==> config.mk <==
export PLATFORM = sky130hd
export DESIGN_NAME = tfr_cmd_decoder
export DESIGN_NICKNAME = d
export VERILOG_FILES = /design/src/rtl/tfr_pkg.sv /design/src/rtl/tfr_byte_fifo.sv /design/src/rtl/tfr_cmd_decode.sv /design/src/rtl/tfr_addr_build.sv /design/src/rtl/tfr_cmd_decoder.sv
export SDC_FILE = /design/constraint.sdc
export NUM_CORES = 1
export LEC_CHECK = 0
export CORE_ASPECT_RATIO = 1.1
export CORE_MARGIN = 10
export CORE_UTILIZATION = 48
export DETAILED_ROUTE_END_ITERATION = 10
export PLACE_DENSITY = 0.82
export SYNTH_ARGS = -nofsm -noshare
export SYNTH_HDL_FRONTEND = slang
export SYNTH_SLANG_ARGS = --single-unit
==> constraint.sdc <==
create_clock -name clk -period 1.75 [get_ports clk]
set_input_delay 0.35 -clock clk [delete_from_list [all_inputs] [get_ports clk]]
set_output_delay 0.35 -clock clk [all_outputs]
set_load 0.02 [all_outputs]
==> src/rtl/tfr_pkg.sv <==
package tfr_pkg;

  localparam int BYTE_W   = 8;
  localparam int SEL_W    = 3;
  localparam int NUM_FIFO = 5;
  localparam int LBA_W    = 6 * BYTE_W;
  localparam int CNT_W    = 2 * BYTE_W + 1;
  localparam int FEAT_W   = 2 * BYTE_W;

  typedef enum logic [SEL_W-1:0] {
    SEL_FEAT    = 3'd0,
    SEL_COUNT   = 3'd1,
    SEL_LBA_LO  = 3'd2,
    SEL_LBA_MID = 3'd3,
    SEL_LBA_HI  = 3'd4,
    SEL_DEVICE  = 3'd5,
    SEL_CMD     = 3'd6,
    SEL_NONE    = 3'd7
  } sel_e;

  typedef enum logic [1:0] {
    OP_NONE  = 2'd0,
    OP_READ  = 2'd1,
    OP_WRITE = 2'd2,
    OP_IDENT = 2'd3
  } op_e;

  localparam logic [BYTE_W-1:0] OPC_RD_SHORT = 8'h20;
  localparam logic [BYTE_W-1:0] OPC_RD_LONG  = 8'h24;
  localparam logic [BYTE_W-1:0] OPC_WR_SHORT = 8'h30;
  localparam logic [BYTE_W-1:0] OPC_WR_LONG  = 8'h34;
  localparam logic [BYTE_W-1:0] OPC_IDENT    = 8'hEC;

  localparam logic [BYTE_W-1:0] DEV_FIXED_ONES = 8'hA0;
  localparam int DEV_LBA_BIT = 6;
  localparam int DEV_SEL_BIT = 4;

  typedef struct packed {
    logic known;
    op_e  op;
    logic ext;
    logic need_lba;
  } dec_t;

  function automatic dec_t decode_opcode(input logic [BYTE_W-1:0] opc);
    dec_t d;
    d.known    = 1'b1;
    d.op       = OP_NONE;
    d.ext      = 1'b0;
    d.need_lba = 1'b1;
    case (opc)
      OPC_RD_SHORT: d.op = OP_READ;
      OPC_RD_LONG:  begin d.op = OP_READ;  d.ext = 1'b1; end
      OPC_WR_SHORT: d.op = OP_WRITE;
      OPC_WR_LONG:  begin d.op = OP_WRITE; d.ext = 1'b1; end
      OPC_IDENT:    begin d.op = OP_IDENT; d.need_lba = 1'b0; end
      default:      begin d.known = 1'b0;  d.need_lba = 1'b0; end
    endcase
    return d;
  endfunction

  function automatic logic [LBA_W-1:0] lba_long(
      input logic [BYTE_W-1:0] hi_p, input logic [BYTE_W-1:0] mid_p,
      input logic [BYTE_W-1:0] lo_p, input logic [BYTE_W-1:0] hi_c,
      input logic [BYTE_W-1:0] mid_c, input logic [BYTE_W-1:0] lo_c);
    return {hi_p, mid_p, lo_p, hi_c, mid_c, lo_c};
  endfunction

  function automatic logic [LBA_W-1:0] lba_short(
      input logic [3:0] dev_nib, input logic [BYTE_W-1:0] hi_c,
      input logic [BYTE_W-1:0] mid_c, input logic [BYTE_W-1:0] lo_c);
    return {{(LBA_W-4-3*BYTE_W){1'b0}}, dev_nib, hi_c, mid_c, lo_c};
  endfunction

  function automatic logic [CNT_W-1:0] count_short(input logic [BYTE_W-1:0] c);
    logic [CNT_W-1:0] r;
    if (c == '0) r = CNT_W'(1 << BYTE_W);
    else         r = CNT_W'(c);
    return r;
  endfunction

  function automatic logic [CNT_W-1:0] count_long(
      input logic [BYTE_W-1:0] p, input logic [BYTE_W-1:0] c);
    logic [CNT_W-1:0] r;
    if ({p, c} == '0) r = CNT_W'(1 << (2 * BYTE_W));
    else              r = {1'b0, p, c};
    return r;
  endfunction

endpackage

==> src/rtl/tfr_byte_fifo.sv <==
module tfr_byte_fifo #(
  parameter int W = 8
) (
  input  logic         clk,
  input  logic         rst_n,
  input  logic         push,
  input  logic [W-1:0] din,
  output logic [W-1:0] cur,
  output logic [W-1:0] prev
);

  always_ff @(posedge clk or negedge rst_n) begin
    if (!rst_n) begin
      cur  <= '0;
      prev <= '0;
    end else if (push) begin
      prev <= cur;
      cur  <= din;
    end
  end

endmodule

==> src/rtl/tfr_cmd_decode.sv <==
module tfr_cmd_decode
  import tfr_pkg::*;
(
  input  logic [BYTE_W-1:0] opcode,
  input  logic              dev_lba_mode,
  input  logic              dev_select,
  input  logic              dev_strap,
  output logic              dev_match,
  output logic              accept,
  output logic              reject,
  output op_e               op,
  output logic              ext
);

  dec_t d;

  always_comb begin
    d         = decode_opcode(opcode);
    dev_match = (dev_select == dev_strap);
    op        = d.op;
    ext       = d.ext;
    accept    = dev_match && d.known && (dev_lba_mode || !d.need_lba);
    reject    = dev_match && !(d.known && (dev_lba_mode || !d.need_lba));
  end

endmodule

==> src/rtl/tfr_addr_build.sv <==
module tfr_addr_build
  import tfr_pkg::*;
(
  input  logic [NUM_FIFO-1:0][BYTE_W-1:0] cur,
  input  logic [NUM_FIFO-1:0][BYTE_W-1:0] prev,
  input  logic [3:0]                      dev_nib,
  input  op_e                             op,
  input  logic                            ext,
  output logic [LBA_W-1:0]                lba,
  output logic [CNT_W-1:0]                count,
  output logic [FEAT_W-1:0]               feat
);

  localparam int I_FEAT = int'(SEL_FEAT);
  localparam int I_CNT  = int'(SEL_COUNT);
  localparam int I_LO   = int'(SEL_LBA_LO);
  localparam int I_MID  = int'(SEL_LBA_MID);
  localparam int I_HI   = int'(SEL_LBA_HI);

  always_comb begin
    if (op == OP_IDENT) begin
      lba   = '0;
      count = CNT_W'(1);
    end else if (ext) begin
      lba   = lba_long(prev[I_HI], prev[I_MID], prev[I_LO],
                       cur[I_HI], cur[I_MID], cur[I_LO]);
      count = count_long(prev[I_CNT], cur[I_CNT]);
    end else begin
      lba   = lba_short(dev_nib, cur[I_HI], cur[I_MID], cur[I_LO]);
      count = count_short(cur[I_CNT]);
    end
    feat = ext ? {prev[I_FEAT], cur[I_FEAT]} : {{BYTE_W{1'b0}}, cur[I_FEAT]};
  end

endmodule

==> src/rtl/tfr_cmd_decoder.sv <==
module tfr_cmd_decoder
  import tfr_pkg::*;
(
  input  logic              clk,
  input  logic              rst_n,
  input  logic              dev_strap,
  input  logic              wr_en,
  input  logic [SEL_W-1:0]  wr_sel,
  input  logic [BYTE_W-1:0] wr_data,
  output logic              cmd_valid,
  output logic [1:0]        cmd_op,
  output logic              cmd_ext,
  output logic [LBA_W-1:0]  cmd_lba,
  output logic [CNT_W-1:0]  cmd_count,
  output logic [FEAT_W-1:0] cmd_feat,
  output logic [BYTE_W-1:0] dev_reg,
  output logic [BYTE_W-1:0] cmd_reg,
  output logic [BYTE_W-1:0] status
);

  logic [NUM_FIFO-1:0][BYTE_W-1:0] fifo_cur;
  logic [NUM_FIFO-1:0][BYTE_W-1:0] fifo_prev;
  logic [BYTE_W-1:0] device_q;
  logic [BYTE_W-1:0] cmd_q;
  logic              err_q;

  // Named internal events, used by the bound checker.
  logic cmd_wr;
  logic dev_match;
  logic cmd_accept;
  logic cmd_reject;
  logic status_err;
  logic [BYTE_W-1:0] lo_cur;
  logic [BYTE_W-1:0] lo_prev;

  assign cmd_wr = wr_en && (wr_sel == SEL_CMD);

  genvar gi;
  generate
    for (gi = 0; gi < NUM_FIFO; gi++) begin : g_fifo
      tfr_byte_fifo #(.W(BYTE_W)) u_fifo (
        .clk  (clk),
        .rst_n(rst_n),
        .push (wr_en && (wr_sel == SEL_W'(gi))),
        .din  (wr_data),
        .cur  (fifo_cur[gi]),
        .prev (fifo_prev[gi])
      );
    end
  endgenerate

  assign lo_cur  = fifo_cur[int'(SEL_LBA_LO)];
  assign lo_prev = fifo_prev[int'(SEL_LBA_LO)];

  always_ff @(posedge clk or negedge rst_n) begin
    if (!rst_n) begin
      device_q <= '0;
      cmd_q    <= '0;
    end else if (wr_en) begin
      if (wr_sel == SEL_DEVICE) device_q <= wr_data;
      if (wr_sel == SEL_CMD)    cmd_q    <= wr_data;
    end
  end

  op_e  dec_op;
  logic dec_ext;

  tfr_cmd_decode u_dec (
    .opcode      (wr_data),
    .dev_lba_mode(device_q[DEV_LBA_BIT]),
    .dev_select  (device_q[DEV_SEL_BIT]),
    .dev_strap   (dev_strap),
    .dev_match   (dev_match),
    .accept      (cmd_accept),
    .reject      (cmd_reject),
    .op          (dec_op),
    .ext         (dec_ext)
  );

  logic [LBA_W-1:0]  bld_lba;
  logic [CNT_W-1:0]  bld_count;
  logic [FEAT_W-1:0] bld_feat;

  tfr_addr_build u_addr (
    .cur    (fifo_cur),
    .prev   (fifo_prev),
    .dev_nib(device_q[3:0]),
    .op     (dec_op),
    .ext    (dec_ext),
    .lba    (bld_lba),
    .count  (bld_count),
    .feat   (bld_feat)
  );

  always_ff @(posedge clk or negedge rst_n) begin
    if (!rst_n) begin
      cmd_valid <= 1'b0;
      cmd_op    <= 2'(OP_NONE);
      cmd_ext   <= 1'b0;
      cmd_lba   <= '0;
      cmd_count <= '0;
      cmd_feat  <= '0;
      err_q     <= 1'b0;
    end else begin
      cmd_valid <= cmd_wr && cmd_accept;
      if (cmd_wr && cmd_accept) begin
        cmd_op    <= 2'(dec_op);
        cmd_ext   <= dec_ext;
        cmd_lba   <= bld_lba;
        cmd_count <= bld_count;
        cmd_feat  <= bld_feat;
        err_q     <= 1'b0;
      end else if (cmd_wr && cmd_reject) begin
        err_q     <= 1'b1;
      end
    end
  end

  assign status_err = err_q;
  assign status     = {{(BYTE_W-1){1'b0}}, err_q};
  assign dev_reg    = device_q | DEV_FIXED_ONES;
  assign cmd_reg    = cmd_q;

endmodule

* Yosys cells after proc, flatten, opt, wreduce, memory -nomap -nowiden
Index checks and enable logic that the tools add are counted.
** Storage, ports and cells
- Register bits :: 181
- Bits in latches :: 0
- Memory bits (writable) :: 0
- Bits in read-only memories :: 0
- Output and inout port bits :: 109
- Logic and storage cells :: 71
- Memories :: 0
** Operators by class
- Add/subtract/negate cells :: 0
- Multiply operators :: 0
- Divide/modulo/power cells :: 0
- Order comparisons :: 0
- Equal/unequal tests :: 13
- Shifts and indexed selects :: 0
- Multiplexer cells :: 13
- Bitwise operators :: 0
- Reduce and logical (&&, ||, !) cells :: 26
** Operators by type and width (number)
- $mux 48 :: 2
- $mux 17 :: 3
- $eq 8x6->1 const B :: 4
- $logic_not 16->1 :: 1
- $mux 16 :: 1
- $logic_and 1x1->1 :: 12
- $eq 3x3->1 const B :: 3
- $mux 9 :: 1
- $eq 8x8->1 const B :: 1
- $logic_not 8->1 :: 1
- $eq 3x2->1 const B :: 2
- $pmux 2 s3 :: 1
- $reduce_or 2->1 :: 3
- $mux 1 :: 5
- $reduce_or 5->1 :: 1
- $reduce_and 2->1 :: 2
- $reduce_or 4->1 :: 1
- $eq 3x1->1 const B :: 1
- $logic_not 3->1 :: 1
- $eq 2x2->1 const B :: 1
- $logic_not 1->1 :: 2
- $reduce_bool 2->1 :: 1
- $eq 1x1->1 :: 1
- $logic_or 1x1->1 :: 1

* Depth between registers and ports, before layout
- Depth after elaboration :: 11
- Depth in mapped cells :: 8
- Mapped depth without buffers :: 5

* By module
From an unflattened synthesis, not the netlist that was laid out.
** Unflattened totals
- Cell total of the unflattened synthesis :: 540
- Area, all modules :: 8065.2 um^2
** By module, submodules not included
- tfr_cmd_decoder :: instances 1, cells an instance 251, area an instance 4040.1 um^2, seq. area each 2502.4 um^2
- tfr_byte_fifo :: instances 5, cells an instance 34, area an instance 649.4 um^2, seq. area each 400.4 um^2
- tfr_addr_build :: instances 1, cells an instance 105, area an instance 675.6 um^2, seq. area each 0.0 um^2
- tfr_cmd_decode :: instances 1, cells an instance 14, area an instance 102.6 um^2, seq. area each 0.0 um^2

* Least setup slack after synthesis
No wires, ideal clock.
- Path type :: input -> register
- From :: input wr_sel[0]
- To :: register cmd_lba[24]
- Data arrival time :: 1818 ps
- Required time :: 1608 ps
- Setup slack :: -210 ps
- Stages :: 8
- Buffers on the path :: 4
- Cells stage by stage :: buf_2 > nand4b_2 > buf_2 > or3_4 > buf_6 > clkbuf_2 > o21ai_0 > o31ai_1
** On the way
- Cells in the longest elaborated chain, start to end :: 3
** Ends and longest elaborated chain
- start: declaration :: line tfr_cmd_decoder.sv:8 : input logic [SEL_W-1:0] wr_sel,
- $eq 3x3->1 :: line tfr_cmd_decoder.sv:36 : assign cmd_wr = wr_en && (wr_sel == SEL_CMD);
- $logic_and 1x1->1 :: line tfr_cmd_decoder.sv:36
- $logic_and 1x1->1 :: line tfr_cmd_decoder.sv:106 : if (cmd_wr && cmd_accept) begin
- end signal: assignment :: line tfr_cmd_decoder.sv:109 : cmd_lba <= bld_lba;
- end: declaration :: line tfr_cmd_decoder.sv:13 : output logic [LBA_W-1:0] cmd_lba,
Every way passes these cells.
A chain may end at the register's enable or synchronous reset.

* Final worst setup path
- From :: register cmd_valid
- To :: output cmd_valid
** RTL lines
- start: declaration :: line tfr_cmd_decoder.sv:10 : output logic cmd_valid,
- start signal: assignment :: line tfr_cmd_decoder.sv:105 : cmd_valid <= cmd_wr && cmd_accept;
No word-level cell between the ends.

==> results by group <==
Clock network
  – CTS max path bufs: 2
  – Depth of the CTS H-tree: 4
  – Worst skew pair latency: approximately 0.43 ns
  – Clk root buf: clkbuf_16
  – CTS buffer count: 17
  – CTS tree: done
  – CTS Sinks: 180
  – Worst-path clk slew: 0.07 ns

Synthesis
  – Register area share after synthesis: 0.623
  – Library cells used by synthesis: 45
  – Register bit total from synthesis: 180
  – Synthesized area: 0.00722 mm²
  – Area share of the largest cell type after synthesis: 0.623
  – Cell taking the most area after synthesis: dfrtp_1
  – Synth Area per Inst: 13.5 µm²
  – Post-synth EDFFs: 0
  – Count leader, synth: dfrtp_1
  – Top post-synthesis cells by count: 180 x dfrtp_1, 94 x mux2_2, 70 x o21ai_0, 37 x nand2_1, 27 x a22o_1
  – Mapped Cells: 537
  – Ys async rst share: 1.00
  – Yosys warns: 0
  – Ys flop type: dfrtp_1
  – Synth area leaders: dfrtp_1 62%, mux2_2 15%, o21ai_0 4.8%

Drt
  – Post-DRT Antenna Nets: 0
  – First-pass DRT Iterations: 5
  – DR WL/cell: 21.5 µm
  – DR vias: around 4,900
  – DRC Markers: 0
  – WL final: approximately 19,000 µm
  – Vias per inst: about 5.6
  – Detailed Route Iter0 Violations: 390

Floorplanning
  – Core area: 0.0146 mm²
  – Initial core utilization: 0.494
  – Full die area: ~0.020 mm²
  – Die Ht: 149 µm
  – IO Pins: roughly 120
  – Rows: 46
  – Die X-Extent: 137 µm

STA
  – Fin crit period: 1.72 ns
  – Worst clock skew: 0.00767 ns
  – Final hold vios: 0
  – Slew Viols, Final: 0
  – Fin crit share: 0.981
  – Final setup vio count: 0
  – F_max: 582 MHz
  – Smallest hold slack: roughly 0.42 ns
  – RSZ-0062 raised after global routing: false

Setup path
  – Crit path DAT: 1.37 ns
  – R2R Path End: cmd_count[6]
  – Max FO, Critical Path: 1
  – Critical path endpoint category: output pin
  – CP bufs+invs: 1
  – Delay-heaviest family, CP: buffers and inverters
  – CP peak stage delay: 0.61 ns
  – Startpoint types: flip-flop
  – R2R setup slack: 0.08 ns
  – R2R cell count: 4
  – Kind of critical path: flip-flop to output pin
  – FF-to-FF Start: g_fifo[1].u_fifo.cur[3]
  – CP cell instances: clkdlybuf4s50_1
  – Crit-path slowest cell: clkdlybuf4s50_1
  – Worst Path Required: 1.40 ns

Placement
  – Placed cells: 847
  – Number of port buffers: between 100 and 150
  – Post-DP HPWL: 12,900 µm
  – GPL Wtd Cong: 0.836
  – Cell Area, Placed: 0.00891 mm²

Layout
  – Final Cell Area: 0.00957 mm²
  – Fillers: 1,099
  – Final net count: 694
  – Post-Layout Cell Count: 885
  – Flip-flop count of the largest register after layout: 48
  – Share of layout cells above drive strength 1: 0.293
  – Largest registers: cmd_lba x48, g_fifo.u_fifo.cur x40, g_fifo.u_fifo.prev x40
  – Area delta synth->final: 32.4%
  – Most flop-heavy register: cmd_lba

Global route
  – GRT Util Overall: 0.187
  – Overflow after GRT: 0
  – First-pass GRT wire length: slightly below 30,000 µm
  – Largest net degree at the start of global routing: 53
  – Number of global-route vias before repair: roughly 5,300
  – Initial antenna violation count: 1

Pwr
  – Switching Share: 0.248
  – Total Power: between 10 and 15 mW
  – Pwr/cell area: between 1000 and 1500 mW/mm²
  – Combinational power share: 0.129
  – Worst VDD drop: 0.790 mV
  – Switching Power: 2.63 mW
  – P_leak: 5.05 nW
  – Internal: 7.95 mW
  – Sequential share of power: 0.497
  – Clock power frac: 0.374

Min path
  – Worst Hold Class: input pin to async pin

Run status
  – Status: complete, no violations

Run
  – Max cap viols: 0
[cell usage in the layout, fill, tap and decap left out, types with 7 or more instances in the layout]
| master | Yosys | layout |
|---|---|---|
| a21boi_0 | 8 | 8 |
| a22o_1 | 27 | 27 |
| a31o_2 | 8 | 8 |
| buf_12 | 0 | 13 |
| buf_4 | 13 | 34 |
| clkbuf_16 | 0 | 17 |
| conb_1 | 2 | 9 |
| dfrtp_1 | 180 | 180 |
| dlygate4sd2_1 | 0 | 88 |
| dlymetal6s2s_1 | 0 | 20 |
| mux2_1 | 9 | 7 |
| mux2_2 | 94 | 94 |
| nand2_1 | 37 | 37 |
| o21ai_0 | 70 | 49 |
| o21ai_1 | 3 | 23 |
[worst max-delay path by stage]
stage          startpoint           to  slack, ns  depth (start not counted)
2_1_floorplan  wr_data[0]  cmd_feat[2]      -0.16                          7
3_3_place_gp   wr_data[5]  cmd_feat[9]      -0.56                          6
3_5_place_dp   wr_data[5]  cmd_lba[24]      -0.67                          6
4_1_cts        cmd_reg[0]   cmd_reg[0]    0.00003                          1
5_1_grt         cmd_valid    cmd_valid      0.004                          1
6_report        cmd_valid    cmd_valid       0.03                          1
[metal layers]
metal,routed length (µm),track usage,up-vias
met5,0,0,-
met4,334,0.0670,0
met3,1320,0.0569,30
met2,9770,0.315,189
met1,7580,0.218,2504
li1,-,-,2209
[what timing repair did]
| action | in CTS | in global routing |
|---|---|---|
| hold buffers | 1 | 0 |
| pin swaps | 2 | 1 |
| resized for setup | 94 | 29 |
| setup buffers | 1 | 1 |
| cloned | 1 | 1 |
| endpoints found under the setup margin | 165 | 50 |
| hold endpoints to repair | 40 | 0 |
[cell type report]
cell class	count	area, µm²	area share
inverters	3	16.3	0.00170
clock buffers	24	502	0.0524
flip-flops and latches	180	4500	0.471
repair buffers	164	1650	0.172
diodes	1	2.50	0.000262
well taps	192	240	0.0251
repair inverters	1	8.76	0.000915
multi-input cells	312	2530	0.264
clock inverters	8	121	0.0127
[power groups by stage]
stage          clock network [mW]  registers, mW  logic [mW]
4_1_cts                      4.00           5.25        1.37
3_5_place_dp                    0           5.32        1.40
6_report                     3.95           5.26        1.36
3_3_place_gp                    0           5.27        1.34
2_1_floorplan                   0           5.24       0.795
5_1_grt                      4.19           5.34        1.48
[per-stage QoR]
step	setup TNS (ns)	utilization	setup WS (ns)
2_1_floorplan	-3.54	-	-0.159
3_3_place_gp	-64.94	0.610	-0.557
3_5_place_dp	-71.05	0.610	-0.668
4_1_cts	0	0.649	0.0000252
5_1_grt	0	0.654	0.00367
6_report	0	0.654	0.0327
[logic make-up after synthesis]
| family | after synthesis | share of synthesized area |
|---|---|---|
| AO/OA/AOI/OAI | 127 | 0.112 |
| XOR/XNOR | 1 | 0.00121 |
| buffers and inverters | 52 | 0.0421 |
| flip-flops | 180 | 0.623 |
| multiplexers | 108 | 0.167 |
| other | 2 | 0.00104 |
| AND/OR/NAND/NOR | 67 | 0.0530 |
Power figures use the tool's default switching activity.
